[config.mk]
export PLATFORM = sky130hd
export DESIGN_NAME = strobe_latch_bank
export DESIGN_NICKNAME = d
export VERILOG_FILES = /design/src/rtl/strb_bank_pkg.sv /design/src/rtl/in_sync.sv /design/src/rtl/rise_det.sv /design/src/rtl/reg_slot.sv /design/src/rtl/clk_decode.sv /design/src/rtl/strobe_latch_bank.sv
export SDC_FILE = /design/constraint.sdc
export NUM_CORES = 1
export LEC_CHECK = 0
export ABC_CLOCK_PERIOD_IN_PS = 1600
export BUFFER_PORTS_ARGS = -buffer_cell sky130_fd_sc_hd__buf_2
export CORE_UTILIZATION = 50
export CTS_CLUSTER_SIZE = 25
export DETAILED_ROUTE_END_ITERATION = 8
export PLACE_DENSITY = 0.79
export SYNTH_ARGS = -nofsm -noshare
export SYNTH_HDL_FRONTEND = slang
export SYNTH_SLANG_ARGS = --single-unit
export TNS_END_PERCENT = 20
[constraint.sdc]
create_clock -name clk -period 1.6 [get_ports clk]
set_input_delay 0 -clock clk [delete_from_list [all_inputs] [get_ports clk]]
set_output_delay 0 -clock clk [all_outputs]
set_load 0.03 [all_outputs]
[src/rtl/strb_bank_pkg.sv]
package strb_bank_pkg;

  typedef enum logic [1:0] {
    SRC_INT   = 2'd0,
    SRC_SPDIF = 2'd1,
    SRC_WC1X  = 2'd2,
    SRC_WC256 = 2'd3
  } clk_src_e;

  typedef struct packed {
    logic [2:0] rate;
    clk_src_e   src;
    logic       bad;
  } clk_dec_t;

  localparam logic [4:0] CODE_SPDIF = 5'h08;
  localparam logic [4:0] CODE_WC1X  = 5'h0A;
  localparam logic [4:0] CODE_WC256 = 5'h1A;
  localparam logic [2:0] RATE_MAX   = 3'd5;

  // Decode the clock/routing byte: bit 3 picks internal vs external sync.
  function automatic clk_dec_t decode_clk(input logic [7:0] v);
    clk_dec_t r;
    r.rate = 3'd0;
    r.src  = SRC_INT;
    r.bad  = 1'b0;
    if (!v[3]) begin
      r.rate = v[2:0];
      r.bad  = (v[2:0] > RATE_MAX);
    end else begin
      unique case (v[4:0])
        CODE_SPDIF: r.src = SRC_SPDIF;
        CODE_WC1X:  r.src = SRC_WC1X;
        CODE_WC256: r.src = SRC_WC256;
        default:    r.bad = 1'b1;
      endcase
    end
    return r;
  endfunction

endpackage

[src/rtl/in_sync.sv]
module in_sync #(
  parameter int          W       = 8,
  parameter int          STAGES  = 2,
  parameter logic [W-1:0] RST_VAL = '0
) (
  input  logic         clk,
  input  logic         rst_n,
  input  logic [W-1:0] d,
  output logic [W-1:0] q
);
  logic [W-1:0] st [STAGES];

  always_ff @(posedge clk) begin
    if (!rst_n) begin
      for (int k = 0; k < STAGES; k++) st[k] <= RST_VAL;
    end else begin
      st[0] <= d;
      for (int k = 1; k < STAGES; k++) st[k] <= st[k-1];
    end
  end

  assign q = st[STAGES-1];
endmodule

[src/rtl/rise_det.sv]
module rise_det (
  input  logic clk,
  input  logic rst_n,
  input  logic lvl,
  output logic rise
);
  logic prev;

  always_ff @(posedge clk) begin
    if (!rst_n) prev <= 1'b1;
    else        prev <= lvl;
  end

  assign rise = lvl & ~prev;
endmodule

[src/rtl/reg_slot.sv]
module reg_slot #(
  parameter int W = 8
) (
  input  logic         clk,
  input  logic         rst_n,
  input  logic         we,
  input  logic [W-1:0] d,
  output logic [W-1:0] q
);
  always_ff @(posedge clk) begin
    if (!rst_n)  q <= '0;
    else if (we) q <= d;
  end
endmodule

[src/rtl/clk_decode.sv]
module clk_decode
  import strb_bank_pkg::*;
(
  input  logic [7:0] cfg,
  output logic [2:0] rate,
  output logic [1:0] src,
  output logic       bad
);
  clk_dec_t dec;

  always_comb begin
    dec  = decode_clk(cfg);
    rate = dec.rate;
    src  = dec.src;
    bad  = dec.bad;
  end
endmodule

[src/rtl/strobe_latch_bank.sv]
module strobe_latch_bank #(
  parameter int DATA_W      = 8,
  parameter int SYNC_STAGES = 2
) (
  input  logic              clk,
  input  logic              rst_n,
  input  logic [DATA_W-1:0] bus_d,
  input  logic              oe_n,
  input  logic              rw,
  input  logic [2:0]        strb_n,
  output logic [DATA_W-1:0] sys_reg,
  output logic [DATA_W-1:0] mon_reg,
  output logic [DATA_W-1:0] clk_reg,
  output logic [2:0]        rate_idx,
  output logic [1:0]        clk_src,
  output logic              cfg_invalid
);
  localparam int NUM_REGS = 3;
  localparam int CTRL_W   = NUM_REGS + 2;
  localparam int PIPE_W   = DATA_W + CTRL_W;
  localparam logic [PIPE_W-1:0] PIPE_RST = {{CTRL_W{1'b1}}, {DATA_W{1'b0}}};

  logic [PIPE_W-1:0]          sync_q;
  logic [DATA_W-1:0]          data_q;
  logic [NUM_REGS-1:0]        strb_q;
  logic                       rw_q;
  logic                       oe_q;
  logic [NUM_REGS-1:0]        edge_seen;
  logic [NUM_REGS-1:0]        wr_pulse;
  logic [NUM_REGS*DATA_W-1:0] regs_flat;

  // Bus, qualifiers and strobes share one synchronizer so they stay aligned.
  in_sync #(.W(PIPE_W), .STAGES(SYNC_STAGES), .RST_VAL(PIPE_RST)) u_sync (
    .clk  (clk),
    .rst_n(rst_n),
    .d    ({oe_n, rw, strb_n, bus_d}),
    .q    (sync_q)
  );

  assign data_q = sync_q[DATA_W-1:0];
  assign strb_q = sync_q[DATA_W +: NUM_REGS];
  assign rw_q   = sync_q[DATA_W + NUM_REGS];
  assign oe_q   = sync_q[PIPE_W-1];

  for (genvar i = 0; i < NUM_REGS; i++) begin : g_slot
    rise_det u_edge (
      .clk  (clk),
      .rst_n(rst_n),
      .lvl  (strb_q[i]),
      .rise (edge_seen[i])
    );

    assign wr_pulse[i] = edge_seen[i] & ~oe_q & ~rw_q;

    reg_slot #(.W(DATA_W)) u_reg (
      .clk  (clk),
      .rst_n(rst_n),
      .we   (wr_pulse[i]),
      .d    (data_q),
      .q    (regs_flat[i*DATA_W +: DATA_W])
    );
  end

  assign sys_reg = regs_flat[0*DATA_W +: DATA_W];
  assign mon_reg = regs_flat[1*DATA_W +: DATA_W];
  assign clk_reg = regs_flat[2*DATA_W +: DATA_W];

  clk_decode u_dec (
    .cfg (clk_reg[7:0]),
    .rate(rate_idx),
    .src (clk_src),
    .bad (cfg_invalid)
  );
endmodule

# [Word level (Yosys, flattened, before mapping)]
# Memory sizes are Yosys's and may differ from the RTL's.
# Cells that the tools add are included.
# Widths: inputs -> output; s select.
[classes] order_cmp=1 eq_ne=3 muxes=9 n_bitwise=16 n_reduce_logical=1
[ops] op="$mux 13" n=2
[ops] op="$eq 5x4->1 const B" n=2
[ops] op="$and 1x1->1" n=9
[ops] op="$pmux 2 s3" n=1
[ops] op="$eq 5x5->1 const B" n=1
[ops] op="$not 1->1" n=5
[ops] op="$mux 1" n=4
[ops] op="$gt 3x3->1 const B" n=1
[ops] op="$mux 3" n=1
[ops] op="$reduce_or 3->1" n=1
[ops] op="$mux 2" n=1
[ops] op="$or 1x1->1" n=2
[totals] regBits=27 ramBits=26 in_bits=15 output_inout_bits=30 wordCells=37 memories=1
[memory_table] name="u_sync.st" depth=2 width=13 read_ports=2 rd_clocked_by_memory_dff=0 wr=2 line="in_sync.sv:11" source="logic [W-1:0] st [STAGES];"

# [Depth between registers and ports, before layout]
[logic_depth] word_depth=4 mapped_depth=5 mapped_depth_nobuf=3

# [By module]
# A second synthesis with hierarchy kept.
[hier_totals] hier_cells=164 hier_area_um2=1906.8
[modules_own_cells] mod="reg_slot" n_inst=3 cells_each=25 area_each_um2=301.5 seq_area_each_um2=160.2
[modules_own_cells] mod="in_sync" n_inst=1 cells_each=67 area_each_um2=798.3 seq_area_each_um2=520.5
[modules_own_cells] mod="rise_det" n_inst=3 cells_each=3 area_each_um2=40.0 seq_area_each_um2=20.0
[modules_own_cells] mod="clk_decode" n_inst=1 cells_each=10 area_each_um2=61.3 seq_area_each_um2=0.0
[modules_own_cells] mod="strobe_latch_bank" n_inst=1 cells_each=3 area_each_um2=22.5 seq_area_each_um2=0.0

# [Worst setup path after synthesis]
# No wires, ideal clock.
[synth_timing] kind="reg2out" startpoint="register g_slot[2].u_reg.q[1]" endpoint="output clk_src[0]" t_arrival_ns=1.721 required_time_ns=1.600 path_slack_ns=-0.121 stages_incl_launch_ff=3 n_path_buf=0 path_cell_list="dfxtp_1 xor2_1 nor4b_1"
[synth_via] elab_chain_cells=3 word_cells_on_any_way=5 classes_between="eq/ne (3); mux (2)"
[synth_rtl] element="start, declared" line="reg_slot.sv:8" source="output logic [W-1:0] q"
[synth_rtl] element="start signal, assigned" line="reg_slot.sv:11" source="if (!rst_n) q <= '0;"
[synth_rtl] element="start signal, assigned" line="reg_slot.sv:12" source="else if (we) q <= d;"
[synth_rtl] element="$eq 5x5->1 / $eq 5x4->1 (equally long branches)" line="strb_bank_pkg.sv:31" source="unique case (v[4:0])"
[synth_rtl] element="$pmux 2 s3 (*)" line="strb_bank_pkg.sv:31"
[synth_rtl] element="$mux 2 (*)" line="strb_bank_pkg.sv:27" source="if (!v[3]) begin"
[synth_rtl] element="end, declared" line="strobe_latch_bank.sv:15" source="output logic [1:0] clk_src,"
# Mark *: on every way between the ends. The rest lies on a longest branch, timed or not.

# [Final worst setup path]
# Ends and elaborated chain as after synthesis.

==> reports/qor.log <==
INFO  cells_and_area diodes=0
INFO  timing         tightest_hold_margin=28.2ps
INFO  die            die_height=60.9µm
INFO  grt            antenna_found_initial=0
INFO  cells_and_area post-route-util=64.8%
INFO  synthesis      synth.cell_area=1740µm²
INFO  cells_and_area final_layout_size_suffix_gt1_share=30.9%
INFO  placed_design  dp_hpwl=2040µm
INFO  cts            cts.path.max_buffers=2
INFO  cts            cts_htree_levels=2
INFO  grt            leftover_overflow_at_the_end_of_global_routing=0
INFO  synthesis      yosys_warnings=0
INFO  cts            worst_setup_hold_path_clk_slew=130ps
INFO  timing         report.final.slew_viol_count=0
INFO  placed_design  numPlacedInstances=245
INFO  timing         finalSetupViolations=0
INFO  worst_setup_path crit_type=flip-flop to primary output
INFO  hold_path      hp-class=input port to flip-flop
INFO  detailed_routing routed_wire_length_per_instance=11.8µm
INFO  cts            worst_skew_pair.late_latency=370ps
INFO  synthesis      synthesis.instances=164
INFO  synthesis      postSynth.asyncResetShare=0%
INFO  die            fp.dieArea=3710µm²
INFO  power_and_ir_drop leakage_power_summed_over_all_cells=0.921nW
INFO  flow_run       maximum_capacitance_violations=0
INFO  cts            cts-buffers-inserted=5
INFO  die            die_width=60.9µm
INFO  synthesis      synth_area_leaders=dfxtp_1 61%, and2_1 5.8%, nand3_1 5.2%
INFO  worst_setup_path cp_data_required_time=1600ps
INFO  synthesis      synth_top_area_share=61.1%
INFO  synthesis      synth_nets=179
INFO  die            row_count=21
INFO  worst_setup_path r2r_setup_slack=230ps
INFO  cts            post-cts-setup-buffer-count=0
INFO  timing         maxSlewHeadroom=68.7%
INFO  worst_setup_path data_arrival_time_of_the_worst_path=1390ps
INFO  grt            via_count_of_the_first_global_routing_pass=1116
INFO  cells_and_area area.growth.synth_to_final=24.5%
INFO  worst_setup_path critical_path_start_type=flip-flop
INFO  synthesis      synth_area_per_cell=10.6µm²
INFO  cells_and_area fillCellCount=287
INFO  placed_design  gpl.final_weighted_congestion=0.757
INFO  die            floorplan.io_pins=45
INFO  detailed_routing num_vias=1280
INFO  die            start_util=52.0%
INFO  detailed_routing average_vias_per_placed_instance=4.81
INFO  grt            grt_use_total=18.9%
INFO  timing         skew=4.59ps
INFO  synthesis      cell_accounting_for_the_most_synthesized_area=dfxtp_1
INFO  worst_setup_path critical_path_peak_fanout=7
INFO  detailed_routing drt-initial-drc-count=50
INFO  timing         grt_setup_unrepaired=false
INFO  placed_design  numPortBuffers=44
INFO  die            fp.coreArea=3340µm²
INFO  cts            clock-sinks=53
INFO  grt            grt_pass1_wl=4820µm
INFO  synthesis      yosys.cell_count.top_type=dfxtp_1
INFO  power_and_ir_drop max-vdd-ir-drop=585µV
INFO  synthesis      number_of_flip_flops_and_latches_in_the_synthesized_netlist=53
INFO  timing         fin_crit=1390ps
INFO  detailed_routing first_pass_drt_iterations=4
INFO  synthesis      postSynth.topFlopCell=dfxtp_1
INFO  worst_setup_path critical_path.endpoint_type=primary output
INFO  cts            cts_root_buf=clkbuf_4
INFO  detailed_routing postRouteWirelength=3130µm
INFO  timing         fin_crit_sh=86.8%
INFO  cells_and_area stdcell_count=266
INFO  timing         max_freq=720MHz
INFO  synthesis      netlist_top_cells_count=53 x dfxtp_1, 18 x nand3_1, 18 x o21ai_1
INFO  detailed_routing drc=0
INFO  synthesis      synth-seq-area-share=61.1%
INFO  cts            tritoncts=done
INFO  cells_and_area final_net_count=234
INFO  timing         worst_slew_pin_slew=470ps
INFO  synthesis      unique_cell_type_count_in_the_yosys_netlist=18
INFO  power_and_ir_drop powerDensity=933nW/µm²
INFO  timing         setup_total_negative_slack=0ps
INFO  outcome        status=finished clean
INFO  timing         final-hold-violation-count=0
INFO  detailed_routing antenna_violating_nets_post_route=0
INFO  grt            grt_start_max_net_pins=28
INFO  synthesis      synth_edf_count=0
[path summary, 6_finish.rpt]
| path | from | to | depth (start not counted) |
|---|---|---|---|
| setup / recovery | g_slot[2].u_reg.q[1]$_SDFFE_PN0P_ | clk_src[0] | 3 |
| hold / removal | rst_n | u_sync.st[0][11]$_SDFF_PN1_ | 2 |
| setup reg to reg | u_sync.st[0][25]$_SDFF_PN1_ | g_slot[1].u_reg.q[0]$_SDFFE_PN0P_ | 4 |
| hold reg to reg | u_sync.st[0][8]$_SDFF_PN1_ | u_sync.st[0][21]$_SDFF_PN1_ | 1 |
[critical path, stage by stage, from the launching register on]
cell     delay, ps
dfxtp_1        390
xor2_1         180
nor4b_2        210
buf_2          230
[through the flow]
stage                     setup slack [ps]  power [mW]  area, µm²
final                                  212        2.02       2160
after global placement                 150        1.46       1980
after global routing                  41.1        2.11       2160
after detailed placement              88.5        1.46       1980
after CTS                             73.2        2.03       2160
after floorplan                      -36.8        1.43       1740
[layout make-up]
type	instances	area, µm²	share of cell area [%]
Clock inverter	1	7.51	0.347
Timing Repair Buffer	61	380	17.6
Sequential cell	53	1060	49.1
Multi-Input combinational cell	98	611	28.2
Tap cell	46	57.6	2.66
Clock buffer	7	45.0	2.08
[power by group]
part           leakage (nW)  internal, mW  total, mW  switching (mW)
logic                 0.462        0.0538     0.0971          0.0433
clock network        0.0255         0.174      0.560           0.386
registers             0.433          1.35       1.36         0.00785
total                 0.921          1.58       2.02           0.437
[cells in the final DEF, fill, tap and decap left out, types with 2 or more instances in the layout]
master         instances
dfxtp_1               53
buf_2                 44
nand3_1               18
o21ai_1               18
and2_1                16
nand2b_1              13
dlygate4sd3_1         13
nand2_1                9
nand3_2                6
o21ai_2                6
clkbuf_4               5
nor2b_1                4
buf_4                  4
o21ai_0                2
or4b_1                 2
clkbuf_1               2
[what timing repair did]
| item | CTS | global route |
|---|---|---|
| endpoints found under the hold margin | 13 | 0 |
| setup endpoints to repair | 0 | 2 |
| hold buffers | 13 | 0 |
| gates resized for setup | 0 | 1 |
[sequential cells by signal, indices dropped and copies added (netlist names)]
register,flops
u_sync.st,26
g_slot.u_reg.q,24
g_slot.u_edge.prev,3
[per-layer routing]
metal | GRT usage [%] | vias up | wire, µm
met3 | 7.04 | 7 | 148
li1 | - | 660 | -
met5 | 0 | - | 0
met1 | 18.3 | 569 | 1270
met2 | 35.3 | 44 | 1640
met4 | 9.09 | 0 | 76
[kinds of logic after synthesis]
group,Yosys count,synth area share [%]
DFF,53,61.1
buffers and inverters,13,4.32
AOI/OAI and AO/OA,26,8.79
and+or+nand+nor,71,25.3
xor gates and xnor gates,1,0.504
Power figures use the tool's default switching activity.
